[src/rtl/irq_latch_pkg.sv]
package irq_latch_pkg;
  localparam int CSR_W       = 8;
  localparam int SYNC_STAGES = 2;
  localparam int BIT_MODE    = 0;
  localparam int BIT_MASK    = 1;
  localparam int BIT_ACK     = 2;
  localparam int BIT_PEND    = 3;

  typedef enum logic {
    TRIG_EDGE       = 1'b0,
    TRIG_EDGE_LEVEL = 1'b1
  } trig_mode_e;
endpackage

[src/rtl/irq_pin_sync.sv]
module irq_pin_sync #(
  parameter int STAGES = 2
) (
  input  logic clk,
  input  logic rst,
  input  logic din,
  output logic dout
);
  logic [STAGES-1:0] chain_q;

  genvar g;
  generate
    for (g = 0; g < STAGES; g++) begin : g_stage
      if (g == 0) begin : g_first
        always_ff @(posedge clk) begin
          if (rst) chain_q[0] <= 1'b1;
          else     chain_q[0] <= din;
        end
      end else begin : g_next
        always_ff @(posedge clk) begin
          if (rst) chain_q[g] <= 1'b1;
          else     chain_q[g] <= chain_q[g-1];
        end
      end
    end
  endgenerate

  assign dout = chain_q[STAGES-1];
endmodule

[src/rtl/irq_capture.sv]
module irq_capture
  import irq_latch_pkg::*;
#(
  parameter int STAGES = 2
) (
  input  logic       clk,
  input  logic       rst,
  input  logic       pin_sync,
  input  trig_mode_e mode,
  input  logic       ack,
  output logic       pending
);
  localparam int ARM_LEN = STAGES + 1;

  logic               prev_q;
  logic [ARM_LEN-1:0] arm_q;
  logic               armed;
  logic               fall;
  logic               pend_q;
  logic               ack_seen_q;

  assign armed = arm_q[ARM_LEN-1];
  assign fall  = armed & prev_q & ~pin_sync;

  // The arm shifter ignores transitions until the chain holds real pin samples.
  always_ff @(posedge clk) begin
    if (rst) begin
      prev_q <= 1'b1;
      arm_q  <= '0;
    end else begin
      prev_q <= pin_sync;
      arm_q  <= {arm_q[ARM_LEN-2:0], 1'b1};
    end
  end

  always_ff @(posedge clk) begin
    if (rst) begin
      pend_q     <= 1'b0;
      ack_seen_q <= 1'b0;
    end else if (fall) begin
      pend_q     <= 1'b1;
      ack_seen_q <= 1'b0;
    end else if (pend_q) begin
      if (mode == TRIG_EDGE) begin
        if (ack) pend_q <= 1'b0;
      end else if ((ack || ack_seen_q) && pin_sync) begin
        pend_q     <= 1'b0;
        ack_seen_q <= 1'b0;
      end else if (ack) begin
        ack_seen_q <= 1'b1;
      end
    end
  end

  assign pending = pend_q;
endmodule

[src/rtl/irq_ctrl_reg.sv]
module irq_ctrl_reg
  import irq_latch_pkg::*;
(
  input  logic             clk,
  input  logic             rst,
  input  logic             wr_en,
  input  logic [CSR_W-1:0] wdata,
  input  logic             pending,
  output trig_mode_e       mode,
  output logic             mask,
  output logic             sw_ack,
  output logic [CSR_W-1:0] rdata
);
  trig_mode_e mode_q;
  logic       mask_q;

  always_ff @(posedge clk) begin
    if (rst) begin
      mode_q <= TRIG_EDGE;
      mask_q <= 1'b0;
    end else if (wr_en) begin
      mode_q <= trig_mode_e'(wdata[BIT_MODE]);
      mask_q <= wdata[BIT_MASK];
    end
  end

  assign sw_ack = wr_en & wdata[BIT_ACK];
  assign mode   = mode_q;
  assign mask   = mask_q;

  always_comb begin
    rdata           = '0;
    rdata[BIT_MODE] = mode_q;
    rdata[BIT_MASK] = mask_q;
    rdata[BIT_PEND] = pending;
  end
endmodule

[src/rtl/irq_latch_top.sv]
module irq_latch_top
  import irq_latch_pkg::*;
(
  input  logic             clk,
  input  logic             rst,
  input  logic             irq_pin_n,
  input  logic             vec_fetch_ack,
  input  logic             csr_wr_en,
  input  logic [CSR_W-1:0] csr_wdata,
  output logic [CSR_W-1:0] csr_rdata,
  output logic             irq_req,
  output logic             pin_level
);
  logic       pin_sync;
  logic       pending;
  logic       mask;
  logic       sw_ack;
  trig_mode_e mode;

  irq_pin_sync #(.STAGES(SYNC_STAGES)) u_sync (
    .clk  (clk),
    .rst  (rst),
    .din  (irq_pin_n),
    .dout (pin_sync)
  );

  irq_capture #(.STAGES(SYNC_STAGES)) u_cap (
    .clk      (clk),
    .rst      (rst),
    .pin_sync (pin_sync),
    .mode     (mode),
    .ack      (vec_fetch_ack | sw_ack),
    .pending  (pending)
  );

  irq_ctrl_reg u_reg (
    .clk     (clk),
    .rst     (rst),
    .wr_en   (csr_wr_en),
    .wdata   (csr_wdata),
    .pending (pending),
    .mode    (mode),
    .mask    (mask),
    .sw_ack  (sw_ack),
    .rdata   (csr_rdata)
  );

  assign irq_req   = pending & ~mask;
  assign pin_level = pin_sync;
endmodule

[config.mk]
export PLATFORM = sky130hd
export DESIGN_NAME = irq_latch_top
export DESIGN_NICKNAME = d
export VERILOG_FILES = /design/src/rtl/irq_latch_pkg.sv /design/src/rtl/irq_pin_sync.sv /design/src/rtl/irq_capture.sv /design/src/rtl/irq_ctrl_reg.sv /design/src/rtl/irq_latch_top.sv
export SDC_FILE = /design/constraint.sdc
export NUM_CORES = 1
export LEC_CHECK = 0
export ABC_CLOCK_PERIOD_IN_PS = 1100
export CAP_MARGIN = 20
export CORE_AREA = 2 2 39 41
export DETAILED_ROUTE_END_ITERATION = 7
export DIE_AREA = 0 0 41 43
export PLACE_DENSITY = 0.67
export SETUP_SLACK_MARGIN = 0.1
export SLEW_MARGIN = 40
export SYNTH_ARGS = -nofsm -noshare
export SYNTH_HDL_FRONTEND = slang
export SYNTH_SLANG_ARGS = --single-unit
export TNS_END_PERCENT = 100
[constraint.sdc]
create_clock -name clk -period 1.1 [get_ports clk]
set_input_delay 0.22 -clock clk [delete_from_list [all_inputs] [get_ports clk]]
set_output_delay 0.22 -clock clk [all_outputs]
set_load 0.01 [all_outputs]
==> out/summary.md <==
Net switching is 20.7% of the power. The synthesized design spends more area on one cell type than any other, namely sky130_fd_sc_hd__dfxtp_1. Summing the sequential cell areas from Yosys gives 49.4% of the chip area.

Among cell families on the critical path, the largest total delay comes from flip-flops. The number of buffers between clock root and the deepest sink is 2, and the routing usage on met1 is 9.84%. The internal power of the cells totals 625 µW. The half-perimeter wire length after detailed placement is 496 µm. The startpoint identified for the worst register-to-register timing path is u_cap.pending. Type of origin of the critical path: a flop.

Summed over its instances, the top area cell type makes up 49.4% of the synthesized netlist area. After floorplanning, the core was divided into 14 placement rows. The run gives 0 as the final antenna diode count. The critical path goes through nor2b_1, buf_2. For this design the ratio of total power to cell area is 1430 nW/µm².

Setup repair after global routing could not meet its margin everywhere. The worst-case hold path end point was u_sync.dout. Hold violation count in the final report: 0. The endpoint identified for the worst register-to-register timing path is u_cap.pending. The first global-routing pass estimated 1100 µm of wire.

The run gives 41.2% as the share of total power in the clock network. The tools report the number of iterations in the first detailed-routing pass as 1. The final layout contains routed wiring with a total length of 638 µm.

In this run the standard cell core region covers 1380 µm². In this run the worst hold path is classified as reg2reg. The logs give 0 for the number of design rule violations left after detail routing and 0 for the setup-violating endpoint count in the final report. In this run, synthesis inferred 0 flip-flops with an integrated enable. The number of synthesized register bits was 10.

The floorplan die width works out to 41 µm. By area the synthesized netlist is led by sky130_fd_sc_hd__dfxtp_1 49%, sky130_fd_sc_hd__buf_4 15%, sky130_fd_sc_hd__mux2i_1 4.9%. First element of the critical path: u_cap.pending. Summed over all cells, the static leakage comes to 0.243 nW. The layout-stage area growth over the synthesis result is 35.8%. The count of pins over their slew limit came out at 0. Buffers added to address setup during post-CTS repair amount to 0. Global routing met2 resource utilization: 13.4%. The tool flagged a number of max-cap violations equal to 0.

For the final net count, the log shows 72. In this design, the stage delay of the slowest critical-path cell is 0.33 ns. The tree is rooted in a sky130_fd_sc_hd__clkbuf_4.

Slowest cell on the critical path: sky130_fd_sc_hd__dfxtp_2. Clock insertion delay at the later pin of the skew report: 0.26 ns. After synthesis the cells add up to 405 µm². In the synthesized netlist the async set-or-reset flop fraction comes to 0%.

Counting every instance in the synthesized netlist gives 42. Using the TritonRoute via totals, the vias-per-cell ratio works out to 4.12. The tools report the total via count after detailed routing as 305.

Once layout is done, the placed cells without fillers occupy 551 µm². By count the netlist is led by 10 x sky130_fd_sc_hd__dfxtp_1, 8 x sky130_fd_sc_hd__buf_4, 3 x sky130_fd_sc_hd__a21oi_1, 3 x sky130_fd_sc_hd__nor2b_1, 3 x sky130_fd_sc_hd__or2_2. OpenSTA, run right after detailed placement, puts the worst setup slack at -0.0986 ns. The initial antenna violation count came out at 0. The worst path meets setup with 0.0539 ns of slack. For the worst flop-to-flop path, the logic depth is 4.

For the clock buffer count from CTS, the log shows 3. The congestion estimate from routability-driven global placement came to 0.580. The clock net sink count is 10.

The placed instances occupy a cell area of 533 µm². The worst setup path is of the reg2out kind. The logs give 18 for the count of cell types in the netlist and 5.24% for the met3 global-route usage. Worst hold path cell count: 1. Hold is met by 0.412 ns. The post-placement cell count was 70; the combined buffer and inverter count along the critical path was 1. The final routed wire length divided by cell count works out to 8.62 µm. In the post-synthesis netlist, the cell with the most instances is sky130_fd_sc_hd__dfxtp_1. The tools report the worst clock skew as 0.000829 ns. Clock-pin slew was measured on the worst setup and hold paths at 0.06 ns.

The initial core utilization was 29.3%; the worst ir drop on vdd was 0.632 mV. Once detail routing completed, the nets flagged for antenna violations numbered 0. The highest net fanout along the worst path is 3. The largest net degree at the start of global routing is 8. Post-route fraction of the period consumed by the critical path: 95.1%. In the final layout, the share of cells above drive strength 1 is 36.2%.

The run finished with clean final reports. The switching power total is 163 µW, and the die height is 43 µm. 23 I/O pins were placed. STA puts the critical path data arrival time at 0.83 ns.

The run gives 0 as the sum of overflow across all layers after global routing. The logs give 0.18 ns for the flop-to-flop setup slack and 0 for the initial DRC count. At the end of the flow the core is filled with cells to 39.8%. The die area is 1760 µm².

The combinational group share of total power is 10.3%. The number of port buffers is 12, and the cts-stage hold buffer count is 0. Of the total power, registers draw 48.5%. The maximum clock frequency was 0.956 GHz.

met2 is the most crowded layer. Subtracting the final worst setup slack from the clock period gives 1.05 ns. STA classifies the critical path endpoint as an output pin.

The total number of H-tree levels is 1, and the average footprint of a synthesized cell is 9.65 µm². Global routing used 9.90% of the available tracks across all layers. The number of global-route vias before repair came out at 314.

TritonCTS built the clock tree. Among all flip-flop cells after synthesis, the most frequent one is sky130_fd_sc_hd__dfxtp_1. For the worst setup path, the data required time is 0.88 ns. Yosys printed 0 warnings.

The hold path startpoint was u_sync.chain_q[0]. The logs give 74 for the number of cells in the finished layout apart from fillers and 153 for the number of filler cells placed in the layout.
## placed cells by master (no fill, tap or decap), drive strengths merged
cell / n
dfxtp: 10
buf: 10
clkdlybuf4s50: 7
conb: 5
or2: 4
clkbuf: 4
a21oi: 4
nor2b: 3
mux2i: 2
nor2: 2
inv: 1
nand4b: 1
a21boi: 1
o21ai: 1
nand2: 1
nand3: 1
a22oi: 1
## power by group through the flow
stage               clock network, mW  logic (mW)  registers, mW
floorplan                           0      0.0516          0.392
global placement                    0      0.0858          0.390
detailed placement                  0      0.0871          0.390
CTS                             0.342      0.0818          0.382
global route                    0.356      0.0917          0.384
finish                          0.325      0.0814          0.382
## how the worst max path moves through the flow
stage | endpoint | slack (ns) | cells after the start
after global routing | irq_req | -0.009 | 2
final | irq_req | 0.05 | 2
after global placement | irq_req | -0.1 | 2
after detailed placement | irq_req | -0.1 | 2
after floorplan | u_cap.pending | 0.25 | 3
after CTS | irq_req | 0.04 | 2
## sequential cells by signal (all words and copies together) (netlist names)
signal and cells:
u_sync.chain_q 1, u_reg.mode 1, u_cap.arm_q 3, u_cap.ack_seen_q 1, u_sync.dout 1, u_cap.pending 1
u_cap.prev_q 1, u_reg.mask 1
## through the flow
step	total power, mW	setup TNS [ns]
6_report	0.788	0
2_1_floorplan	0.444	0
4_1_cts	0.805	0
3_3_place_gp	0.476	-0.285
3_5_place_dp	0.477	-0.373
5_1_grt	0.832	-0.00910
## timing repair
action                     in CTS  in global routing
pin swaps                       0                  0
setup endpoints to repair       5                  2
resized for setup              22                  2
## logic make-up after synthesis
family                 share of synthesized area (%)
other                                          0.925
DFF                                             49.4
AOI/OAI and AO/OA                               10.8
and+or+nand+nor                                 17.0
buffers and inverters                           17.0
muxes                                           4.94
## layout make-up
type	count	area [µm²]	area share [%]
flip-flops and latches	10	203	36.8
multi-input cells	26	155	28.2
clock buffers	4	36.3	6.59
repair buffers	17	133	24.1
well taps	16	20.0	3.64
inverters	1	3.75	0.682
## routing by layer
| layer | part of all wire (%) | vias up |
|---|---|---|
| met5 | 0 | - |
| li1 | - | 154 |
| met1 | 38 | 134 |
| met3 | 13 | 2 |
| met2 | 47 | 15 |
| met4 | 1.6 | 0 |
(Power assumes the default switching activity.)
